`config.mk`:
```
export PLATFORM = sky130hd
export DESIGN_NAME = sysclk_div_tree
export DESIGN_NICKNAME = d
export VERILOG_FILES = /design/src/rtl/sysclk_div_pkg.sv /design/src/rtl/clkdiv_stage.sv /design/src/rtl/clkdiv_extgate.sv /design/src/rtl/sysclk_div_tree.sv
export SDC_FILE = /design/constraint.sdc
export NUM_CORES = 1
export LEC_CHECK = 0
export ABC_AREA = 1
export CORE_MARGIN = 2
export CORE_UTILIZATION = 55
export DETAILED_ROUTE_END_ITERATION = 8
export PLACE_DENSITY = 0.88
export REMOVE_ABC_BUFFERS = 1
export SETUP_SLACK_MARGIN = 0.2
export SLEW_MARGIN = 20
export SYNTH_ARGS = -nofsm -noshare
export SYNTH_HDL_FRONTEND = slang
export SYNTH_SLANG_ARGS = --single-unit
```
`constraint.sdc`:
```
create_clock -name clk_vco -period 3.3 [get_ports clk_vco]
set_input_delay 0.66 -clock clk_vco [delete_from_list [all_inputs] [get_ports clk_vco]]
set_output_delay 0.66 -clock clk_vco [all_outputs]
set_load 0.02 [all_outputs]
```
`src/rtl/sysclk_div_pkg.sv`:
```
// Shared helpers for the divider tree: mode encoding and ratio-width sizing.
// Assumes exponent fields are small enough that 2^(2^width) fits an int.
package sysclk_div_pkg;

    typedef enum logic {
        MODE_NORMAL = 1'b0,
        MODE_LOWPWR = 1'b1
    } pwr_mode_e;

    // Bits needed to hold 2^(2^exp_w), the largest general ratio.
    function automatic int gen_ratio_bits(input int exp_w);
        return (1 << exp_w) + 1;
    endfunction

    // Bits needed to hold 4^(2^sel_w - 1), the largest baud ratio.
    function automatic int baud_ratio_bits(input int sel_w);
        return 2 * ((1 << sel_w) - 1) + 1;
    endfunction

endpackage

```
`src/rtl/clkdiv_stage.sv`:
```
// One divider stage. It counts source periods, each announced by in_tick,
// and produces a registered level plus a one-cycle rising-edge tick.
// Assumes ratio >= 1. The ratio is reloaded only when a period wraps.
module clkdiv_stage #(
    parameter int RW = 9
) (
    input  logic          clk,
    input  logic          rst_n,
    input  logic          in_tick,
    input  logic          in_lvl,
    input  logic [RW-1:0] ratio,
    output logic          out_tick,
    output logic          out_lvl
);

    logic [RW-1:0] cnt_q, act_q;
    logic [RW-1:0] cnt_d, act_d;
    logic          wrap;
    logic          lvl_d;

    assign wrap = (cnt_q == act_q - RW'(1));

    // Next count and active ratio; reload the ratio only at a period boundary.
    always_comb begin
        cnt_d = cnt_q;
        act_d = act_q;
        if (in_tick) begin
            if (wrap) begin
                cnt_d = '0;
                act_d = ratio;
            end else begin
                cnt_d = cnt_q + RW'(1);
            end
        end
    end

    // Level for the next cycle: first half of the period high, or copy at ratio 1.
    always_comb begin
        if (act_d == RW'(1)) lvl_d = in_lvl;
        else                 lvl_d = (cnt_d < (act_d >> 1));
    end

    // State and output registers.
    always_ff @(posedge clk) begin
        if (!rst_n) begin
            cnt_q    <= '0;
            act_q    <= RW'(1);
            out_tick <= 1'b0;
            out_lvl  <= 1'b0;
        end else begin
            cnt_q    <= cnt_d;
            act_q    <= act_d;
            out_tick <= in_tick && wrap;
            out_lvl  <= lvl_d;
        end
    end

endmodule

```
`src/rtl/clkdiv_extgate.sv`:
```
// Gates the bus clock onto the external output. Loss of lock clears the
// gate at once. The enable is sampled only at a bus rising edge, so no
// partial period ever reaches the output.
module clkdiv_extgate (
    input  logic clk,
    input  logic rst_n,
    input  logic src_tick,
    input  logic src_lvl,
    input  logic ena,
    input  logic locked,
    output logic ext_lvl,
    output logic ext_tick
);

    logic gate_q;
    logic gate_now;

    // Gate in force this cycle: a fresh enable sample at an edge, else the held one.
    assign gate_now = locked && (src_tick ? ena : gate_q);

    // Hold the gate between bus edges and drop it whenever lock is lost.
    always_ff @(posedge clk) begin
        if (!rst_n)       gate_q <= 1'b0;
        else if (!locked) gate_q <= 1'b0;
        else if (src_tick) gate_q <= ena;
    end

    // Registered gated level and tick.
    always_ff @(posedge clk) begin
        if (!rst_n) begin
            ext_lvl  <= 1'b0;
            ext_tick <= 1'b0;
        end else begin
            ext_lvl  <= gate_now && src_lvl;
            ext_tick <= gate_now && src_tick;
        end
    end

endmodule

```
`src/rtl/sysclk_div_tree.sv`:
```
// Top of the divider tree. The general stage runs off the oscillator, the
// bus stage counts general ticks, the external gate follows the bus stage,
// and the baud stage runs off the oscillator on its own.
// Assumes all inputs are synchronous to clk_vco.
module sysclk_div_tree
    import sysclk_div_pkg::*;
#(
    parameter int EXP_W  = 3,
    parameter int BUS_W  = 2,
    parameter int BAUD_W = 2
) (
    input  logic             clk_vco,
    input  logic             rst_n,
    input  logic             lowpwr_sel,
    input  logic [EXP_W-1:0] norm_exp,
    input  logic [EXP_W-1:0] lp_exp,
    input  logic [BUS_W-1:0] bus_div,
    input  logic [BAUD_W-1:0] baud_sel,
    input  logic             ext_en,
    input  logic             pll_locked,
    output logic             gen_clk,
    output logic             gen_tick,
    output logic             bus_clk,
    output logic             bus_tick,
    output logic             ext_clk,
    output logic             ext_tick,
    output logic             baud_clk,
    output logic             baud_tick
);

    localparam int GEN_RW  = gen_ratio_bits(EXP_W);
    localparam int BUS_RW  = BUS_W + 1;
    localparam int BAUD_RW = baud_ratio_bits(BAUD_W);

    pwr_mode_e          mode;
    logic [GEN_RW-1:0]  gen_ratio;
    logic [BUS_RW-1:0]  bus_ratio;
    logic [BAUD_RW-1:0] baud_ratio;

    assign mode = pwr_mode_e'(lowpwr_sel);

    // Ratio decode for every stage.
    always_comb begin
        if (mode == MODE_LOWPWR) gen_ratio = GEN_RW'(2) << lp_exp;
        else                     gen_ratio = GEN_RW'(1) << norm_exp;
        bus_ratio  = BUS_RW'(bus_div) + BUS_RW'(1);
        baud_ratio = BAUD_RW'(1) << {baud_sel, 1'b0};
    end

    clkdiv_stage #(.RW(GEN_RW)) u_gen (
        .clk      (clk_vco),
        .rst_n    (rst_n),
        .in_tick  (1'b1),
        .in_lvl   (1'b1),
        .ratio    (gen_ratio),
        .out_tick (gen_tick),
        .out_lvl  (gen_clk)
    );

    clkdiv_stage #(.RW(BUS_RW)) u_bus (
        .clk      (clk_vco),
        .rst_n    (rst_n),
        .in_tick  (gen_tick),
        .in_lvl   (gen_clk),
        .ratio    (bus_ratio),
        .out_tick (bus_tick),
        .out_lvl  (bus_clk)
    );

    clkdiv_extgate u_ext (
        .clk      (clk_vco),
        .rst_n    (rst_n),
        .src_tick (bus_tick),
        .src_lvl  (bus_clk),
        .ena      (ext_en),
        .locked   (pll_locked),
        .ext_lvl  (ext_clk),
        .ext_tick (ext_tick)
    );

    clkdiv_stage #(.RW(BAUD_RW)) u_baud (
        .clk      (clk_vco),
        .rst_n    (rst_n),
        .in_tick  (1'b1),
        .in_lvl   (1'b1),
        .ratio    (baud_ratio),
        .out_tick (baud_tick),
        .out_lvl  (baud_clk)
    );

endmodule

```
==> impl_metrics.csv <==
group,metric,value,unit
pwr,power.share.clock,8.5,%
sta,maxSlewViolCount,0,
clocking,clk_pin_slew,0.09,ns
detailed_routing,route.detailed.drc,0,
global_routing,first_global_vias,2628,
sta,skew,0.00825,ns
run,maxCapViolations,0,
worst_setup_path,critPathRequiredTime,3.50,ns
pwr,power_leakage,1.70,nW
global_routing,grt.overflow.total,0,
logic_synthesis,synthesis.area,3110,um^2
pwr,p_switching,2.02,mW
floorplan,rows,27,
finish,diodes,0,
finish,syn_to_final_growth,15.1,%
clocking,clk_latency,0.30,ns
worst_setup_path,critPathKind,"flip-flop to flip-flop",
worst_setup_path,crit_fanout,6,
pwr,combPwrFrac,70.4,%
pwr,peakVddDrop,874,uV
global_routing,grt_usage,21.4,%
sta,tightest_slew,0.900,ns
place,dp_hpwl,5190,um
pwr,fin_total_pwr,3.94,mW
clocking,numCtsBuffers,5,
sta,maxSlewHeadroom,39.9,%
logic_synthesis,synth_warnings,0,
sta,hold_viol_final,0,
logic_synthesis,synth_cell_types,41,
sta,fin_crit,2.86,ns
floorplan,core,5470,um^2
run_status,status,"complete, no violations",
worst_setup_path,cp-start-kind,"flip-flop",
sta,setup_violations,0,
place,gp_congestion,0.876,
detailed_routing,num_vias,2938,
detailed_routing,routed_wl,6720,um
clocking,cts_tree,"built",
logic_synthesis,syn_inst,440,
place,numPortBuffers,22,
finish,nets,509,
finish,layout-drive-gt1-share,13.7,%
worst_setup_path,r2r_setup_slack,0.44,ns
clocking,ctsRootBufferMaster,"clkbuf_8",
pwr,pwr_density_cell,1100,nW/um^2
sta,finalSetupTns,0,ns
clocking,clock_sinks,47,
floorplan,io_pins,23,
detailed_routing,via_per_inst,5.37,
clocking,htree_levels,2,
global_routing,grt_max_degree,30,
sta,rsz0062_at_grt,"false",
global_routing,grt_pass1_wl,10900,um
min_path,holdCritPathClass,"flip-flop to flip-flop",
floorplan,die_y,79.1,um
pwr,p_int,1.92,mW
clocking,cts_max_path_buffers,2,
floorplan,fp.dieArea,6260,um^2
finish,final_cell_mix,"91 x nand2_1, 68 x nor2_1, 47 x dfxtp_1",
sta,fmax,0.350,GHz
worst_setup_path,worstSetupEndpointType,"flip-flop",
worst_setup_path,cp.arrival,3.06,ns
detailed_routing,wl_per_cell,12.3,um
finish,final_common_cell,"nand2_1",
detailed_routing,ant_nets,0,
logic_synthesis,ys_seq_elements,47,
pwr,p_seq_share,21.0,%
floorplan,initial_core_util,56.7,%
detailed_routing,drt_iter0_drc,206,
logic_synthesis,seq_area_frac_synth,30.3,%
floorplan,die_w,79.1,um
detailed_routing,drt_first_pass_iters,5,
pwr,p_sw_share,51.1,%
logic_synthesis,syn_area_per_cell,7.06,um^2
global_routing,antenna_found_initial,0,
sta,fin_crit_sh,86.7,%
-- flip-flops by register name (all words and copies together), names as in the netlist --
name             count
u_baud.act_q         7
u_gen.out_tick       1
u_baud.out_tick      1
u_gen.act_q          9
u_bus.out_tick       1
u_baud.cnt_q         7
u_ext.ext_tick       1
u_baud.out_lvl       1
u_bus.act_q          3
u_bus.out_lvl        1
u_gen.out_lvl        1
u_ext.ext_lvl        1
u_ext.gate_q         1
u_bus.cnt_q          3
u_gen.cnt_q          9
-- cell families (layout without fill, tap and decap cells) --
| logic type | Yosys count | in the layout | share of synthesized area, % |
|---|---|---|---|
| and+or+nand+nor | 258 | 260 | 39.7 |
| DFF | 47 | 47 | 30.3 |
| adders and majority gates | 20 | 20 | 8.06 |
| buffers and inverters | 64 | 97 | 8.22 |
| xor gates and xnor gates | 22 | 22 | 7.74 |
| AOI/OAI and AO/OA | 27 | 27 | 5.36 |
| muxes | 2 | 2 | 0.645 |
-- per-stage QoR --
| stage | std cells | utilization (%) | instance area (um^2) | worst slack (ns) | hold WS [ns] |
|---|---|---|---|---|---|
| finish | 547 | 65.3 | 3570 | 0.439 | 0.453 |
| global route | 547 | 65.3 | 3570 | 0.208 | 0.502 |
| CTS | 538 | 63.7 | 3490 | 0.287 | 0.458 |
| detailed placement | 530 | 62.2 | 3400 | 0.225 | 0.446 |
| global placement | 530 | 62.2 | 3400 | 0.413 | 0.444 |
| floorplan | 433 | - | 3070 | 0.511 | 0.432 |
-- final timing paths --
| path | start | end | cells past startpoint |
|---|---|---|---|
| worst max-delay path | u_gen.act_q[0] | u_gen.out_lvl | 19 |
| worst min-delay path | u_ext.gate_q | u_ext.gate_q | 2 |
| worst max register to register | u_gen.act_q[0] | u_gen.out_lvl | 19 |
| worst min register to register | u_ext.gate_q | u_ext.gate_q | 2 |
-- critical path, stage by stage (launching register included) --
cell      delay, ns
dfxtp_1        0.39
inv_2          0.06
ha_1           0.26
inv_1          0.07
nand2_1        0.05
nand2_1        0.12
xnor2_2        0.13
nand2_2        0.10
nor2_4         0.20
nand3_4        0.14
nand2_1        0.09
nand2_1        0.15
ha_4           0.32
nand2_1        0.05
nor2_1         0.12
a211oi_2       0.05
o311ai_1       0.24
inv_1          0.07
nand2_1        0.08
a21oi_2        0.05
-- layout make-up --
type,count,area (um^2)
Sequential cell,47,941
Timing Repair Buffer,32,295
Clock buffer,7,76.3
Multi-Input combinational cell,331,1940
Tap cell,72,90.1
Inverter,57,223
Clock inverter,1,5.00
Fill cell,444,1900
-- Yosys cell counts --
| cell type | n | area share [%] |
|---|---|---|
| nand3_2 | 2 | 0.64 |
| xnor3_1 | 1 | 0.73 |
| nor3_1 | 18 | 2.9 |
| o21ai_0 | 2 | 0.32 |
| mux2i_1 | 2 | 0.64 |
| inv_2 | 9 | 1.1 |
| nor3b_1 | 1 | 0.24 |
| nor2_1 | 68 | 8.2 |
| and2_1 | 1 | 0.20 |
| nand4_1 | 13 | 2.6 |
| nand3b_1 | 3 | 0.73 |
| nor2_8 | 1 | 0.64 |
| nor4_1 | 9 | 1.8 |
| o21ai_1 | 4 | 0.64 |
| buf_2 | 2 | 0.32 |
| nand3_1 | 23 | 3.7 |
| xor2_4 | 1 | 0.89 |
| xor2_1 | 13 | 3.7 |
| clkbuf_1 | 4 | 0.48 |
| dfxtp_1 | 47 | 30 |
| nand3_4 | 1 | 0.56 |
| a21oi_2 | 1 | 0.28 |
| nand2_2 | 9 | 1.8 |
| nand2_4 | 3 | 1.1 |
| xnor2_2 | 2 | 1.0 |
| nor2_4 | 3 | 1.1 |
| buf_6 | 1 | 0.36 |
| a32oi_1 | 1 | 0.28 |
| a21o_1 | 1 | 0.24 |
| nor2_2 | 3 | 0.60 |
| xnor2_1 | 5 | 1.4 |
| nand2_1 | 91 | 11 |
| a22oi_1 | 6 | 1.5 |
| or2_2 | 8 | 1.6 |
| clkinv_4 | 1 | 0.28 |
| o311ai_1 | 1 | 0.28 |
| ha_1 | 20 | 8.1 |
| a21oi_1 | 10 | 1.6 |
| or2_1 | 1 | 0.20 |
| a211oi_1 | 1 | 0.24 |
| inv_1 | 47 | 5.7 |
-- power groups by stage --
| stage | registers, mW | logic, mW | clock network [mW] |
|---|---|---|---|
| final | 0.829 | 2.77 | 0.336 |
| after floorplan | 0.844 | 1.89 | 0 |
| after detailed placement | 0.838 | 2.44 | 0 |
| after CTS | 0.825 | 2.46 | 0.347 |
| after global routing | 0.844 | 3.05 | 0.365 |
| after global placement | 0.832 | 2.33 | 0 |
-- routing by layer --
| metal | GRT usage (%) | wire, um | up-vias |
|---|---|---|---|
| li1 | - | - | 1493 |
| met1 | 27.1 | 3060 | 1326 |
| met2 | 36.9 | 3100 | 105 |
| met3 | 3.52 | 435 | 14 |
| met4 | 6.90 | 119 | 0 |
| met5 | 0 | 0 | - |
-- timing repair --
action	CTS	global route
cloned	0	2
setup buffers	0	7
hold buffers	0	0
pin swaps	0	2
resized for setup	1	2
setup endpoints to repair	1	1
Power figures use the tool's default switching activity.
